`config.mk`:
```
export PLATFORM = sky130hd
export DESIGN_NAME = tone_gen
export DESIGN_NICKNAME = d
export VERILOG_FILES = /design/src/rtl/tone_pkg.sv /design/src/rtl/tone_reg_file.sv /design/src/rtl/tone_tick_gen.sv /design/src/rtl/tone_phase_ctr.sv /design/src/rtl/tone_gen.sv
export SDC_FILE = /design/constraint.sdc
export NUM_CORES = 1
export LEC_CHECK = 0
export BUFFER_PORTS_ARGS = -buffer_cell sky130_fd_sc_hd__buf_2
export CORE_MARGIN = 3
export CORE_UTILIZATION = 40
export DETAILED_ROUTE_END_ITERATION = 6
export SYNTH_ARGS = -nofsm -noshare
export SYNTH_HDL_FRONTEND = slang
export SYNTH_HIERARCHICAL = 1
export SYNTH_SLANG_ARGS = --single-unit
```
`constraint.sdc`:
```
create_clock -name clk -period 3.3 [get_ports clk]
set_input_delay 0.495 -clock clk [delete_from_list [all_inputs] [get_ports clk]]
set_output_delay 0.495 -clock clk [all_outputs]
set_load 0.01 [all_outputs]
```
`src/rtl/tone_pkg.sv`:
```
package tone_pkg;
   localparam int unsigned OFS_HIGH = 4;
   localparam int unsigned OFS_LOW  = 6;
   localparam int unsigned OFS_CTRL = 8;
   localparam int BIT_RATE = 2;
   localparam int BIT_RUN  = 3;
   localparam int CTRL_W   = 8;
   typedef enum logic {PH_LOW = 1'b0, PH_HIGH = 1'b1} phase_e;
endpackage

```
`src/rtl/tone_reg_file.sv`:
```
module tone_reg_file #(
   parameter int ADDR_W = 4,
   parameter int DATA_W = 8
) (
   input  logic                      clk,
   input  logic                      rst_n,
   input  logic                      wr_en,
   input  logic [ADDR_W-1:0]         wr_addr,
   input  logic [DATA_W-1:0]         wr_data,
   output logic [DATA_W-1:0]         high_q,
   output logic [DATA_W-1:0]         low_q,
   output logic [tone_pkg::CTRL_W-1:0] ctrl_q
);
   import tone_pkg::*;
   logic sel_high, sel_low, sel_ctrl;
   assign sel_high = wr_en && (wr_addr == ADDR_W'(OFS_HIGH));
   assign sel_low  = wr_en && (wr_addr == ADDR_W'(OFS_LOW));
   assign sel_ctrl = wr_en && (wr_addr == ADDR_W'(OFS_CTRL));

   always_ff @(posedge clk) begin
      if (!rst_n) begin
         high_q <= '0;
         low_q  <= '0;
         ctrl_q <= '0;
      end else begin
         if (sel_high) high_q <= wr_data;
         if (sel_low)  low_q  <= wr_data;
         if (sel_ctrl) ctrl_q <= wr_data[CTRL_W-1:0];
      end
   end
endmodule

```
`src/rtl/tone_tick_gen.sv`:
```
module tone_tick_gen #(
   parameter int FAST_DIV = 400,
   parameter int SLOW_DIV = 1600
) (
   input  logic clk,
   input  logic rst_n,
   input  logic run,
   input  logic slow,
   output logic tick
);
   localparam int MAXD = (SLOW_DIV > FAST_DIV) ? SLOW_DIV : FAST_DIV;
   localparam int CW   = $clog2(MAXD);

   logic [CW-1:0] cnt, lim;

   if (FAST_DIV == SLOW_DIV) begin : g_single
      assign lim = CW'(FAST_DIV - 1);
   end else begin : g_dual
      assign lim = slow ? CW'(SLOW_DIV - 1) : CW'(FAST_DIV - 1);
   end

   assign tick = run && (cnt >= lim);

   always_ff @(posedge clk) begin
      if (!rst_n || !run || cnt >= lim) cnt <= '0;
      else                              cnt <= cnt + 1'b1;
   end
endmodule

```
`src/rtl/tone_phase_ctr.sv`:
```
module tone_phase_ctr #(
   parameter int W = 8
) (
   input  logic         clk,
   input  logic         rst_n,
   input  logic         load,
   input  logic [W-1:0] seed,
   input  logic         step,
   output logic         ovf
);
   logic [W-1:0] cnt;
   assign ovf = step && (cnt == '1);

   always_ff @(posedge clk) begin
      if (!rst_n)    cnt <= '0;
      else if (load) cnt <= seed;
      else if (step) cnt <= cnt + 1'b1;
   end
endmodule

```
`src/rtl/tone_gen.sv`:
```
module tone_gen #(
   parameter int ADDR_W   = 4,
   parameter int DATA_W   = 8,
   parameter int FAST_DIV = 400,
   parameter int SLOW_DIV = 1600
) (
   input  logic              clk,
   input  logic              rst_n,
   input  logic              wr_en,
   input  logic [ADDR_W-1:0] wr_addr,
   input  logic [DATA_W-1:0] wr_data,
   output logic [7:0]        ctrl_q,
   output logic              tone_out
);
   import tone_pkg::*;

   if (ADDR_W < 4)   begin : g_bad_addr  $error("ADDR_W must reach offset 8"); end
   if (DATA_W < 8)   begin : g_bad_data  $error("DATA_W must hold the control byte"); end
   if (FAST_DIV < 2) begin : g_bad_fast  $error("FAST_DIV must be at least 2"); end
   if (SLOW_DIV < 2) begin : g_bad_slow  $error("SLOW_DIV must be at least 2"); end

   logic [DATA_W-1:0] high_q, low_q;
   logic              run, tick;
   logic [1:0]        ovf;
   logic [1:0][DATA_W-1:0] seeds;
   phase_e            phase_q;

   tone_reg_file #(.ADDR_W(ADDR_W), .DATA_W(DATA_W)) u_regs (
      .clk(clk), .rst_n(rst_n), .wr_en(wr_en), .wr_addr(wr_addr),
      .wr_data(wr_data), .high_q(high_q), .low_q(low_q), .ctrl_q(ctrl_q));

   assign run = ctrl_q[BIT_RUN];

   tone_tick_gen #(.FAST_DIV(FAST_DIV), .SLOW_DIV(SLOW_DIV)) u_tick (
      .clk(clk), .rst_n(rst_n), .run(run), .slow(ctrl_q[BIT_RATE]), .tick(tick));

   assign seeds[0] = low_q;
   assign seeds[1] = high_q;

   for (genvar i = 0; i < 2; i++) begin : g_half
      localparam phase_e OWN_PH = (i == 0) ? PH_LOW : PH_HIGH;
      tone_phase_ctr #(.W(DATA_W)) u_ctr (
         .clk(clk), .rst_n(rst_n),
         .load(!run || ovf[1-i]),
         .seed(seeds[i]),
         .step(tick && (phase_q == OWN_PH)),
         .ovf(ovf[i]));
   end

   always_ff @(posedge clk) begin
      if (!rst_n || !run) phase_q <= PH_LOW;
      else if (ovf[0])    phase_q <= PH_HIGH;
      else if (ovf[1])    phase_q <= PH_LOW;
   end

   assign tone_out = (phase_q == PH_HIGH);
endmodule

```
After elaboration in Yosys (flattened, before gate mapping)
Index checks and enable logic that the tools add are counted.
{"block": "word_totals", "register_bits": 52, "latch_bits": 0, "ramBits": 0, "rom_bits": 0, "elab_cells": 41, "memories": 0}
{"block": "op_classes", "n_addsub": 3, "multipliers": 0, "n_div": 0, "magnitude_cmp": 1, "eq_ne": 5, "shift": 0, "mux": 7, "n_bitwise": 1, "reduce_logical": 17}
{"cell": "8-bit 2-to-1 mux", "n": 4}
{"cell": "8-bit by 1-bit adder with 8-bit output (second input constant)", "n": 2}
{"cell": "8-bit == test (second input constant)", "n": 2}
{"cell": "11-bit by 1-bit adder with 11-bit output (second input constant)", "n": 1}
{"cell": "11-bit greater-or-equal comparator", "n": 1}
{"cell": "11-bit 2-to-1 mux", "n": 1}
{"cell": "4-bit by 3-bit == test with 1-bit output (second input constant)", "n": 2}
{"cell": "1-bit logical AND", "n": 8}
{"cell": "2-bit nonzero test", "n": 3}
{"cell": "4-bit == test (second input constant)", "n": 1}
{"cell": "1-bit logical OR", "n": 4}
{"cell": "1-bit logical NOT", "n": 2}
{"cell": "1-bit 2-to-1 mux", "n": 2}
{"cell": "1-bit inverter", "n": 1}

Longest topological paths before layout
Gate-level depths: netlist of run 1.
{"block": "logic_depth", "depth_word": 7, "ltp_mapped": 14}

Hierarchy
The synthesis of run 1 kept the hierarchy.
{"module": "tone_reg_file", "instances": 1, "cells_each": 91, "area_per_inst_um2": 918.4}
{"module": "tone_phase_ctr", "instances": 2, "cells_each": 49, "area_per_inst_um2": 429.2}
{"module": "tone_tick_gen", "instances": 1, "cells_each": 70, "area_per_inst_um2": 626.9}
{"module": "tone_gen", "instances": 1, "cells_each": 7, "area_per_inst_um2": 65.1}

Worst setup path after synthesis of run 1
No wires, ideal clock.
{"block": "synth_path", "path_kind": "register to register", "from": "register u_regs/ctrl_q[2] in the netlist's numbering", "to": "register g_half[0].u_ctr.cnt[5]", "arrival_time_ps": 2351, "required_time_ps": 3175, "slack_ps": 825, "path_stages_with_launch": 15, "path_cell_list": "dfxtp_1 -> inv_1 -> ha_1 -> nand4_1 -> o21ai_1 -> a21oi_1 -> nor2b_1 -> and2_2 -> buf_4 -> nand3_1 -> nor3_1 -> nand2b_1 -> inv_2 -> o21ai_0 -> a31oi_1"}
{"block": "synth_between", "elab_chain_cells": 7, "elab_cells_between_ends": 9, "classes_between": "1 x order compare; 2 x mux; 6 x reduce/logical"}
{"element": "start, declared", "line": "tone_reg_file.sv:12", "rtl": "output logic [tone_pkg::CTRL_W-1:0] ctrl_q"}
{"element": "start signal, assigned", "line": "tone_reg_file.sv:28", "rtl": "if (sel_ctrl) ctrl_q <= wr_data[CTRL_W-1:0];"}
{"element": "11-bit 2-to-1 mux (*)", "line": "tone_tick_gen.sv:19", "rtl": "assign lim = slow ? CW'(SLOW_DIV - 1) : CW'(FAST_DIV - 1);"}
{"element": "11-bit greater-or-equal comparator (*)", "line": "tone_tick_gen.sv:22", "rtl": "assign tick = run && (cnt >= lim);"}
{"element": "1-bit logical AND (*)", "line": "tone_tick_gen.sv:22"}
{"element": "via tick", "line": "tone_gen.sv:23", "rtl": "logic run, tick;"}
{"element": "1-bit logical AND (*)", "line": "tone_gen.sv:46", "rtl": ".step(tick && (phase_q == OWN_PH)),"}
{"element": "1-bit logical AND (*)", "line": "tone_phase_ctr.sv:12", "rtl": "assign ovf = step && (cnt == '1);"}
{"element": "via ovf[1]", "line": "tone_gen.sv:24", "rtl": "logic [1:0] ovf;"}
{"element": "1-bit logical OR (*)", "line": "tone_gen.sv:44", "rtl": ".load(!run || ovf[1-i]),"}
{"element": "8-bit 2-to-1 mux / 2-bit nonzero test (equally long branches)"}
{"element": "end signal, assigned", "line": "tone_phase_ctr.sv:17", "rtl": "else if (step) cnt <= cnt + 1'b1;"}
{"element": "end, declared", "line": "tone_phase_ctr.sv:11", "rtl": "logic [W-1:0] cnt;"}
Mark *: on every way through the listed nets, which the timed path passes. The rest lies on a longest branch.
A chain may end at the register's enable or synchronous reset.

Final worst setup path of run 1
{"block": "layout_path", "from": "register u_regs/ctrl_q[2] in the netlist's numbering", "to": "register g_half[1].u_ctr.cnt[3]"}
{"block": "layout_between", "elab_chain_cells": 7, "elab_cells_between_ends": 9, "classes_between": "1 x order compare; 2 x mux; 6 x reduce/logical"}
{"element": "11-bit 2-to-1 mux (*)", "line": "tone_tick_gen.sv:19"}
{"element": "11-bit greater-or-equal comparator (*)", "line": "tone_tick_gen.sv:22"}
{"element": "1-bit logical AND (*)", "line": "tone_tick_gen.sv:22"}
{"element": "via tick", "line": "tone_gen.sv:23"}
{"element": "1-bit logical AND (*)", "line": "tone_gen.sv:46"}
{"element": "1-bit logical AND (*)", "line": "tone_phase_ctr.sv:12"}
{"element": "via ovf[0]", "line": "tone_gen.sv:24"}
{"element": "1-bit logical OR (*)", "line": "tone_gen.sv:44"}
{"element": "8-bit 2-to-1 mux / 2-bit nonzero test (equally long branches)"}
{"element": "end signal, assigned", "line": "tone_phase_ctr.sv:17"}
{"element": "end, declared", "line": "tone_phase_ctr.sv:11"}
Marked as above.

==> reports/qor.txt, run 1 <==
CTS Sinks: 52
max_cap viols: 0
Final Max Slew Viols: 0
Max-slew headroom: 60.0%
RR Startpoint: u_regs/ctrl_q[2]
Leak Pwr: 1.15 nW
largest net degree at the start of global routing: 39
Peak Freq: 355 MHz
clk_skew: 0.00772 ns
post-synthesis cell type count: 36
Initial DRT Pass Iterations: 4
grt ovf: 0
final setup fails: 0
period utilization: 85.4%
Post-CTS Setup Repair Bufs: 0
row count: 27
power density over cell area: 388 nW/um2
Final Cell Area: 2720 um2
ys async rst share: 0%
Total Die Area: 7150 um2
Mean Syn Cell Area: 9.28 um2
total wire length: 4.75 mm
syn nets: 290
# resized after CTS: 0
core area: 5740 um2
placed cell count: 353
fill count: 590
global-route wire length before repair: 8.09 mm
Synth Area in Simple Gates: 23.3%
fraction of the mapped netlist area in adder cells: 4.56%
total power: 1.05 mW
Die Width: 84.6 um
worst skew pair latency: 0.30 ns
hold buffer count at CTS: 0
largest family of logic cells by synthesized area: simple AND/OR/NAND/NOR gates
flop and latch count out of synthesis: 52
Register-to-Register Path Depth: 13
largest area contributor in the netlist: dfxtp_1
XOR/XNOR Fraction of Synth Area: 6.03%
Final Util: 47.3%
Peak VDD IR: 0.232 mV
area growth from synthesis to layout: 10.0%
crit start category: flip-flop
CTS Buf Count: 5
Total Routing Usage GR: 14.0%
area of the mapped netlist: 2470 um2
dpl ws: 0.451 ns
RSZ-0062 raised after global routing: false
IO Port Bufs: 23
number of global-route vias before repair: 1693
status: finished, final reports clean
ys flop type: dfxtp_1
worst slew pin tran: 0.600 ns
Hold Vio Cnt, Final: 0
cell count after synthesis: 266
post-synthesis mux area share: 10.5%
Hold EP: u_regs/low_q[7]
area of placed instances: 2630 um2
global placement routability congestion: 0.796
Iteration-0 DRC Markers: 108
initial antenna violation count: 0
CTS root buffer: clkbuf_8
Avg Vias per Cell: 5.10
register area share after synthesis: 42.2%
WS Path Type: flip-flop to flip-flop
# diodes: 0
reg2reg end: g_half[1].u_ctr/cnt[3]
initial core utilization: 43.0%
min cycle time layout: 2.82 ns
hold_sp: u_regs/low_q[7]
Setup crit end kind: flip-flop
Ys Warns: 6
Die Ht: 84.6 um
Hold Slack: 0.461 ns
DP HPWL: 3.44 mm
filler-free cell count of the finished design: 360
data required time of the worst path: 3.49 ns
nets: 312
wire per inst: 13.2 um
# DRC: 0
htree depth: 2
arrival time at the worst endpoint: 3.01 ns
share of layout cells above drive strength 1: 18.8%
Synth Area in Compound Gates: 9.68%
Yosys top cell area share: 42.2%
FF-to-FF setup slack: 0.48 ns
CTS tree: done
ranking of synthesized cells by area: dfxtp_1 42%, mux2i_1 11%, nand2_1 7.1%, ha_1 4.6%, o21ai_0 4.3%
antenna viol nets, final: 0
setup_tns: 0 ns
Hold Crit Class: flip-flop to flip-flop
critical-path maximum fanout: 10
Clk pin slew, worst setup/hold paths: 0.09 ns
final worst setup slack: 0.481 ns
Hold Crit Depth: 2
Post-synth EDFFs: 0
Clock Tree Buf Depth: 2
# IOs: 24
DR vias: 1835
## worst max-delay path: stages (launching register included)
cell	delay [ns]
dfxtp_1	0.40
inv_1	0.12
ha_1	0.33
nand4_1	0.10
o21ai_1	0.18
a21oi_1	0.09
nor2b_1	0.14
and2b_2	0.26
nand3_1	0.13
nor3_1	0.24
nand2b_1	0.29
inv_2	0.14
o21ai_0	0.23
a21oi_1	0.06
## how the worst max path moves through the flow
stage / endpoint / cells after the start / from
2_1_floorplan: g_half[0].u_ctr/cnt[5] / 14 / u_regs/ctrl_q[2]
3_3_place_gp: g_half[1].u_ctr/cnt[5] / 13 / u_regs/ctrl_q[2]
3_5_place_dp: g_half[1].u_ctr/cnt[3] / 13 / u_regs/ctrl_q[2]
4_1_cts: g_half[1].u_ctr/cnt[3] / 13 / u_regs/ctrl_q[2]
5_1_grt: g_half[1].u_ctr/cnt[5] / 13 / u_regs/ctrl_q[2]
6_report: g_half[1].u_ctr/cnt[3] / 13 / u_regs/ctrl_q[2]
## registers in the layout (all words and copies together), names as in the netlist
signal and count:
g_half.u_ctr/cnt 16, tone_out 1, u_regs/ctrl_q 8, u_regs/high_q 8
u_regs/low_q 8, u_tick/cnt 11
## placed cells by master (no fill, tap or decap)
master	count
a211o_1	1
nand4_2	2
xnor2_1	10
buf_4	2
inv_1	4
nand4_1	4
a211oi_2	1
mux2i_1	26
xor2_1	7
nand2_1	47
nand3_1	9
and2_2	1
nor4b_2	1
clkbuf_8	6
and2b_2	1
and3_1	1
nand4_4	2
and2_1	4
o21ai_1	1
or3_1	6
nor2b_1	2
dfxtp_1	52
a31oi_1	6
o21ai_0	21
inv_2	2
nor2_4	1
ha_1	9
o211a_1	3
nor3_1	4
nor2_2	9
clkinv_4	1
nand2b_1	4
nor2_1	5
a21oi_1	8
buf_2	23
or4_4	2
## logic make-up after synthesis
logic type               after synthesis
buffers and inverters                 16
multiplexers                          26
XOR/XNOR                              17
AO/OA/AOI/OAI                         41
flip-flops                            52
AND/OR/NAND/NOR                      105
adder cells (fa/ha/maj)                9
## synthesized netlist by cell type, types with 5 or more instances
cell type	n
or3_1	6
a31oi_1	6
a21oi_1	8
nand2_1	47
nand3_1	9
dfxtp_1	52
xor2_1	7
nor2_1	5
nor2_2	9
ha_1	9
xnor2_1	10
o21ai_0	21
mux2i_1	26
## metal layers
layer  global-route usage, %  vias up  wire [um]
met5                       0        -          0
met4                    3.02        0         44
met3                    4.71        4        212
met2                    20.2       28       1990
met1                    20.1      840       2500
li1                        -      963          -
## report_power, final
group,leakage (nW),total (mW),internal (mW),switching (mW)
sequential,0.419,0.638,0.633,0.00517
clock,0.0473,0.370,0.168,0.203
combinational,0.680,0.0445,0.0176,0.0270
total,1.15,1.05,0.818,0.235
## final cells by class
cell class              instances  area, um2  share of cell area, %
clock buffers                   6       82.6                   3.04
well taps                      72       90.1                   3.32
flip-flops and latches         52       1040                   38.3
inverters                       6       22.5                  0.829
multi-input cells             198       1340                   49.4
repair buffers                 25        130                   4.79
clock inverters                 1       8.76                  0.322
Power figures use the tool's default switching activity.
==> inputs of run 2 (changes only) <==
- CORE_MARGIN: 3 -> 4
==> reports/qor.txt, run 2 (synthesized netlist as in run 1, its figures left out) <==
largest reg by FF count: g_half.u_ctr/cnt (unchanged)
Clk pin slew, worst setup/hold paths: 0.09 ns (about the same)
commonest non-fill, non-tap cell in the layout: dfxtp_1 (unchanged)
Final Cell Area: 2720 um2 (about the same)
Hold Vio Cnt, Final: 0 (unchanged)
crit start category: flip-flop (unchanged)
CTS tree: done (unchanged)
Max-slew headroom: 62.1% (was 60.0%)
total wire length: 4.85 mm (was 4.75 mm)
# resized after CTS: 0 (unchanged)
area growth from synthesis to layout: 10.3% (was 10.0%)
power density over cell area: 389 nW/um2 (was 388 nW/um2)
Largest register FFs: 16 (unchanged)
area of placed instances: 2630 um2 (about the same)
RSZ-0062 raised after global routing: false (unchanged)
period utilization: 87.3% (was 85.4%)
final worst setup slack: 0.419 ns (was 0.481 ns)
initial antenna violation count: 0 (unchanged)
WS Path Type: flip-flop to flip-flop (unchanged)
worst slew pin tran: 0.568 ns (was 0.600 ns)
max_cap viols: 0 (unchanged)
Setup crit end kind: flip-flop (unchanged)
critical-path maximum fanout: 10 (unchanged)
Die Width: 86.6 um (was 84.6 um)
Initial DRT Pass Iterations: 4 (unchanged)
most frequent cells in the layout: 52 x dfxtp_1, 47 x nand2_1, 26 x mux2i_1, 23 x buf_2, 21 x o21ai_0 (unchanged)
Hold EP: u_regs/low_q[4] (was u_regs/low_q[7])
# DRC: 0 (unchanged)
largest net degree at the start of global routing: 50 (was 39)
min cycle time layout: 2.88 ns (was 2.82 ns)
Avg Vias per Cell: 5.05 (was 5.10)
Register-to-Register Path Depth: 13 (unchanged)
share of layout cells above drive strength 1: 18.7% (was 18.8%)
Final Max Slew Viols: 0 (unchanged)
arrival time at the worst endpoint: 3.07 ns (was 3.01 ns)
DR vias: 1840 (was 1835)
nets: 312 (unchanged)
final setup fails: 0 (unchanged)
status: finished, final reports clean (unchanged)
grt ovf: 0 (unchanged)
Post-CTS Setup Repair Bufs: 0 (unchanged)
DP HPWL: 3.56 mm (was 3.44 mm)
Die Ht: 86.6 um (was 84.6 um)
clk_skew: 0.00718 ns (was 0.00772 ns)
CTS Sinks: 52 (unchanged)
number of global-route vias before repair: 1771 (was 1693)
global-route wire length before repair: 8.36 mm (was 8.09 mm)
hold buffer count at CTS: 0 (unchanged)
Peak Freq: 347 MHz (was 355 MHz)
reg2reg end: g_half[1].u_ctr/cnt[5] (was g_half[1].u_ctr/cnt[3])
data required time of the worst path: 3.49 ns (about the same)
Total Routing Usage GR: 14.2% (was 14.0%)
Peak VDD IR: 0.181 mV (was 0.232 mV)
initial core utilization: 41.4% (was 43.0%)
IO Port Bufs: 23 (unchanged)
antenna viol nets, final: 0 (unchanged)
wire per inst: 13.3 um (was 13.2 um)
dpl ws: 0.438 ns (was 0.451 ns)
CTS root buffer: clkbuf_8 (unchanged)
filler-free cell count of the finished design: 364 (was 360)
Total Die Area: 7490 um2 (was 7150 um2)
Iteration-0 DRC Markers: 79 (was 108)
htree depth: 2 (unchanged)
row count: 28 (was 27)
FF-to-FF setup slack: 0.42 ns (was 0.48 ns)
Final Util: 45.7% (was 47.3%)
core area: 5960 um2 (was 5740 um2)
worst skew pair latency: 0.30 ns (about the same)
Clock Tree Buf Depth: 2 (unchanged)
total power: 1.06 mW (was 1.05 mW)
setup_tns: 0 ns (unchanged)
global placement routability congestion: 0.767 (was 0.796)
CTS Buf Count: 5 (unchanged)
Hold Crit Depth: 2 (unchanged)
Hold Crit Class: flip-flop to flip-flop (unchanged)
# IOs: 24 (unchanged)
Hold Slack: 0.461 ns (about the same)
# diodes: 0 (unchanged)
placed cell count: 356 (was 353)
hold_sp: u_regs/low_q[4] (was u_regs/low_q[7])
Leak Pwr: 1.14 nW (was 1.15 nW)
RR Startpoint: u_regs/ctrl_q[2] (unchanged)
Largest regs: g_half.u_ctr/cnt: 16 flops, u_tick/cnt: 11 flops (unchanged)
## run 2: final cells by class
class                           count  area, um2
Fill cell                         602       3230
Multi-Input combinational cell    198       1340
Sequential cell                    52       1040
Timing Repair Buffer               25        130
Tap cell                           75       93.8
Clock buffer                        7       86.3
Inverter                            6       22.5
Clock inverter                      1       7.51
## run 2: layer usage
layer / part of all wire [%] / GRT usage, % / vias to the layer above
li1: - / - / 964
met1: 51 / 19.7 / 841
met2: 44 / 21.8 / 29
met3: 4.3 / 3.71 / 6
met4: 1.2 / 4.25 / 0
met5: 0 / 0 / -
## run 2: worst max-delay path by stage
stage                           from                     end  slack (ns)  cells past startpoint
finish              u_regs/ctrl_q[2]  g_half[1].u_ctr/cnt[5]        0.42                     13
global route        u_regs/ctrl_q[2]  g_half[1].u_ctr/cnt[3]        0.09                     13
floorplan           u_regs/ctrl_q[2]  g_half[0].u_ctr/cnt[5]        0.82                     14
detailed placement  u_regs/ctrl_q[2]  g_half[1].u_ctr/cnt[5]        0.44                     13
CTS                 u_regs/ctrl_q[2]  g_half[1].u_ctr/cnt[5]        0.39                     13
global placement    u_regs/ctrl_q[2]  g_half[1].u_ctr/cnt[5]        0.48                     13
## run 2: critical path, stage by stage (launching register included)
cell      delay, ns
dfxtp_1        0.41
inv_1          0.12
ha_1           0.33
nand4_1        0.10
o21ai_1        0.19
a21oi_1        0.09
nor2b_1        0.13
and2b_2        0.25
nand3_1        0.13
nor3_1         0.30
nand2b_1       0.31
inv_2          0.13
o21ai_0        0.21
a31oi_1        0.06
## run 2: report_power, final
part | internal [mW] | total (mW) | switching [mW] | leakage, nW
clock network | 0.171 | 0.376 | 0.205 | 0.0445
registers | 0.633 | 0.639 | 0.00536 | 0.419
logic | 0.0176 | 0.0444 | 0.0268 | 0.680
==> inputs of run 3 (changes only) <==
- REMOVE_ABC_BUFFERS: not set -> 1
==> reports/qor.txt, run 3 (synthesized netlist as in run 1, its figures left out) <==
status: finished, final reports clean (unchanged)
min cycle time layout: 2.81 ns (was 2.88 ns)
Largest regs: g_half.u_ctr/cnt: 16 flops, u_tick/cnt: 11 flops (unchanged)
data required time of the worst path: 3.49 ns (about the same)
DR vias: 1831 (was 1840)
commonest non-fill, non-tap cell in the layout: dfxtp_1 (unchanged)
nets: 312 (unchanged)
largest net degree at the start of global routing: 28 (was 50)
CTS Sinks: 52 (unchanged)
global-route wire length before repair: 8.11 mm (was 8.36 mm)
Final Max Slew Viols: 0 (unchanged)
Clk pin slew, worst setup/hold paths: 0.09 ns (about the same)
Total Die Area: 7490 um2 (unchanged)
CTS Buf Count: 5 (unchanged)
final setup fails: 0 (unchanged)
wire per inst: 12.7 um (was 13.3 um)
final worst setup slack: 0.486 ns (was 0.419 ns)
Max-slew headroom: 62.3% (was 62.1%)
WS Path Type: flip-flop to flip-flop (unchanged)
Clock Tree Buf Depth: 2 (unchanged)
most frequent cells in the layout: 52 x dfxtp_1, 47 x nand2_1, 26 x mux2i_1, 23 x buf_2, 21 x o21ai_0 (unchanged)
number of global-route vias before repair: 1752 (was 1771)
# DRC: 0 (unchanged)
crit path from: u_regs/ctrl_q[2] (unchanged)
htree depth: 2 (unchanged)
initial antenna violation count: 0 (unchanged)
Largest register FFs: 16 (unchanged)
Hold Vio Cnt, Final: 0 (unchanged)
Initial DRT Pass Iterations: 4 (unchanged)
Iteration-0 DRC Markers: 83 (was 79)
RSZ-0062 raised after global routing: false (unchanged)
Leak Pwr: 1.14 nW (unchanged)
Peak Freq: 355 MHz (was 347 MHz)
Post-CTS Setup Repair Bufs: 0 (unchanged)
power density over cell area: 389 nW/um2 (about the same)
Final Cell Area: 2720 um2 (unchanged)
Peak VDD IR: 0.158 mV (was 0.181 mV)
global placement routability congestion: 0.732 (was 0.767)
Setup crit end kind: flip-flop (unchanged)
period utilization: 85.3% (was 87.3%)
Die Ht: 86.6 um (unchanged)
antenna viol nets, final: 0 (unchanged)
CTS tree: done (unchanged)
# resized after CTS: 0 (unchanged)
Hold Crit Class: flip-flop to flip-flop (unchanged)
worst slew pin tran: 0.565 ns (was 0.568 ns)
share of layout cells above drive strength 1: 18.7% (unchanged)
total wire length: 4.64 mm (was 4.85 mm)
# IOs: 24 (unchanged)
initial core utilization: 41.4% (unchanged)
RR Startpoint: u_regs/ctrl_q[2] (unchanged)
Die Width: 86.6 um (unchanged)
CTS root buffer: clkbuf_8 (unchanged)
hold buffer count at CTS: 0 (unchanged)
worst skew pair latency: 0.30 ns (about the same)
area of placed instances: 2630 um2 (unchanged)
area growth from synthesis to layout: 10.3% (unchanged)
clk_skew: 0.00928 ns (was 0.00718 ns)
arrival time at the worst endpoint: 3.00 ns (was 3.07 ns)
critical-path maximum fanout: 10 (unchanged)
Total Routing Usage GR: 13.5% (was 14.2%)
# diodes: 0 (unchanged)
hold_sp: u_regs/low_q[3] (was u_regs/low_q[4])
dpl ws: 0.481 ns (was 0.438 ns)
max_cap viols: 0 (unchanged)
grt ovf: 0 (unchanged)
IO Port Bufs: 23 (unchanged)
row count: 28 (unchanged)
core area: 5960 um2 (unchanged)
setup_tns: 0 ns (unchanged)
Avg Vias per Cell: 5.03 (was 5.05)
DP HPWL: 3.37 mm (was 3.56 mm)
crit start category: flip-flop (unchanged)
largest reg by FF count: g_half.u_ctr/cnt (unchanged)
run 3: cell counts in the layout (fill, tap and decap cells not counted):
No cell type changed its count.
run 3: critical path, cell delays in order, from the launching register on:
cell      delay (ns)
dfxtp_1         0.41
inv_1           0.12
ha_1            0.33
nand4_1         0.10
o21ai_1         0.18
a21oi_1         0.09
nor2b_1         0.13
and2b_2         0.26
nand3_1         0.13
nor3_1          0.22
nand2b_1        0.30
inv_2           0.14
o21ai_0         0.25
a21oi_1         0.06
run 3: metrics by stage:
stage               total power, mW  utilization [%]  hold slack, ns  cells
floorplan                     0.672                -           0.430    256
global placement              0.698             44.1           0.442    356
detailed placement            0.698             44.1           0.448    356
CTS                            1.08             45.7           0.461    364
global route                   1.11             45.7           0.482    364
finish                         1.06             45.7           0.459    364
run 3: power breakdown:
part / switching (mW) / total (mW) / internal, mW
clock network: 0.205 / 0.376 / 0.171
logic: 0.0267 / 0.0442 / 0.0176
registers: 0.00511 / 0.638 / 0.633
total: 0.237 / 1.06 / 0.822
run 3: final cells by class:
type | instances | area, um2
clock inverters | 1 | 7.51
clock buffers | 7 | 86.3
repair buffers | 25 | 130
flip-flops and latches | 52 | 1040
fillers | 574 | 3230
inverters | 6 | 22.5
well taps | 75 | 93.8
multi-input cells | 198 | 1340
run 3: path summary, 6_finish.rpt:
| kind | to | slack [ns] | cells after the start |
|---|---|---|---|
| min | u_regs/low_q[3] | 0.46 | 2 |
| max reg2reg | g_half[1].u_ctr/cnt[3] | 0.49 | 13 |
| min reg2reg | u_regs/low_q[3] | 0.46 | 2 |
| max | g_half[1].u_ctr/cnt[3] | 0.49 | 13 |
run 3: metal layers:
layer  global-route usage, %  up-vias  routed length [um]
li1                        -      965                   -
met5                       0        -                   0
met2                    21.4       25                2090
met4                    4.25        0                  54
met1                    18.2      836                2300
met3                    3.33        5                 191
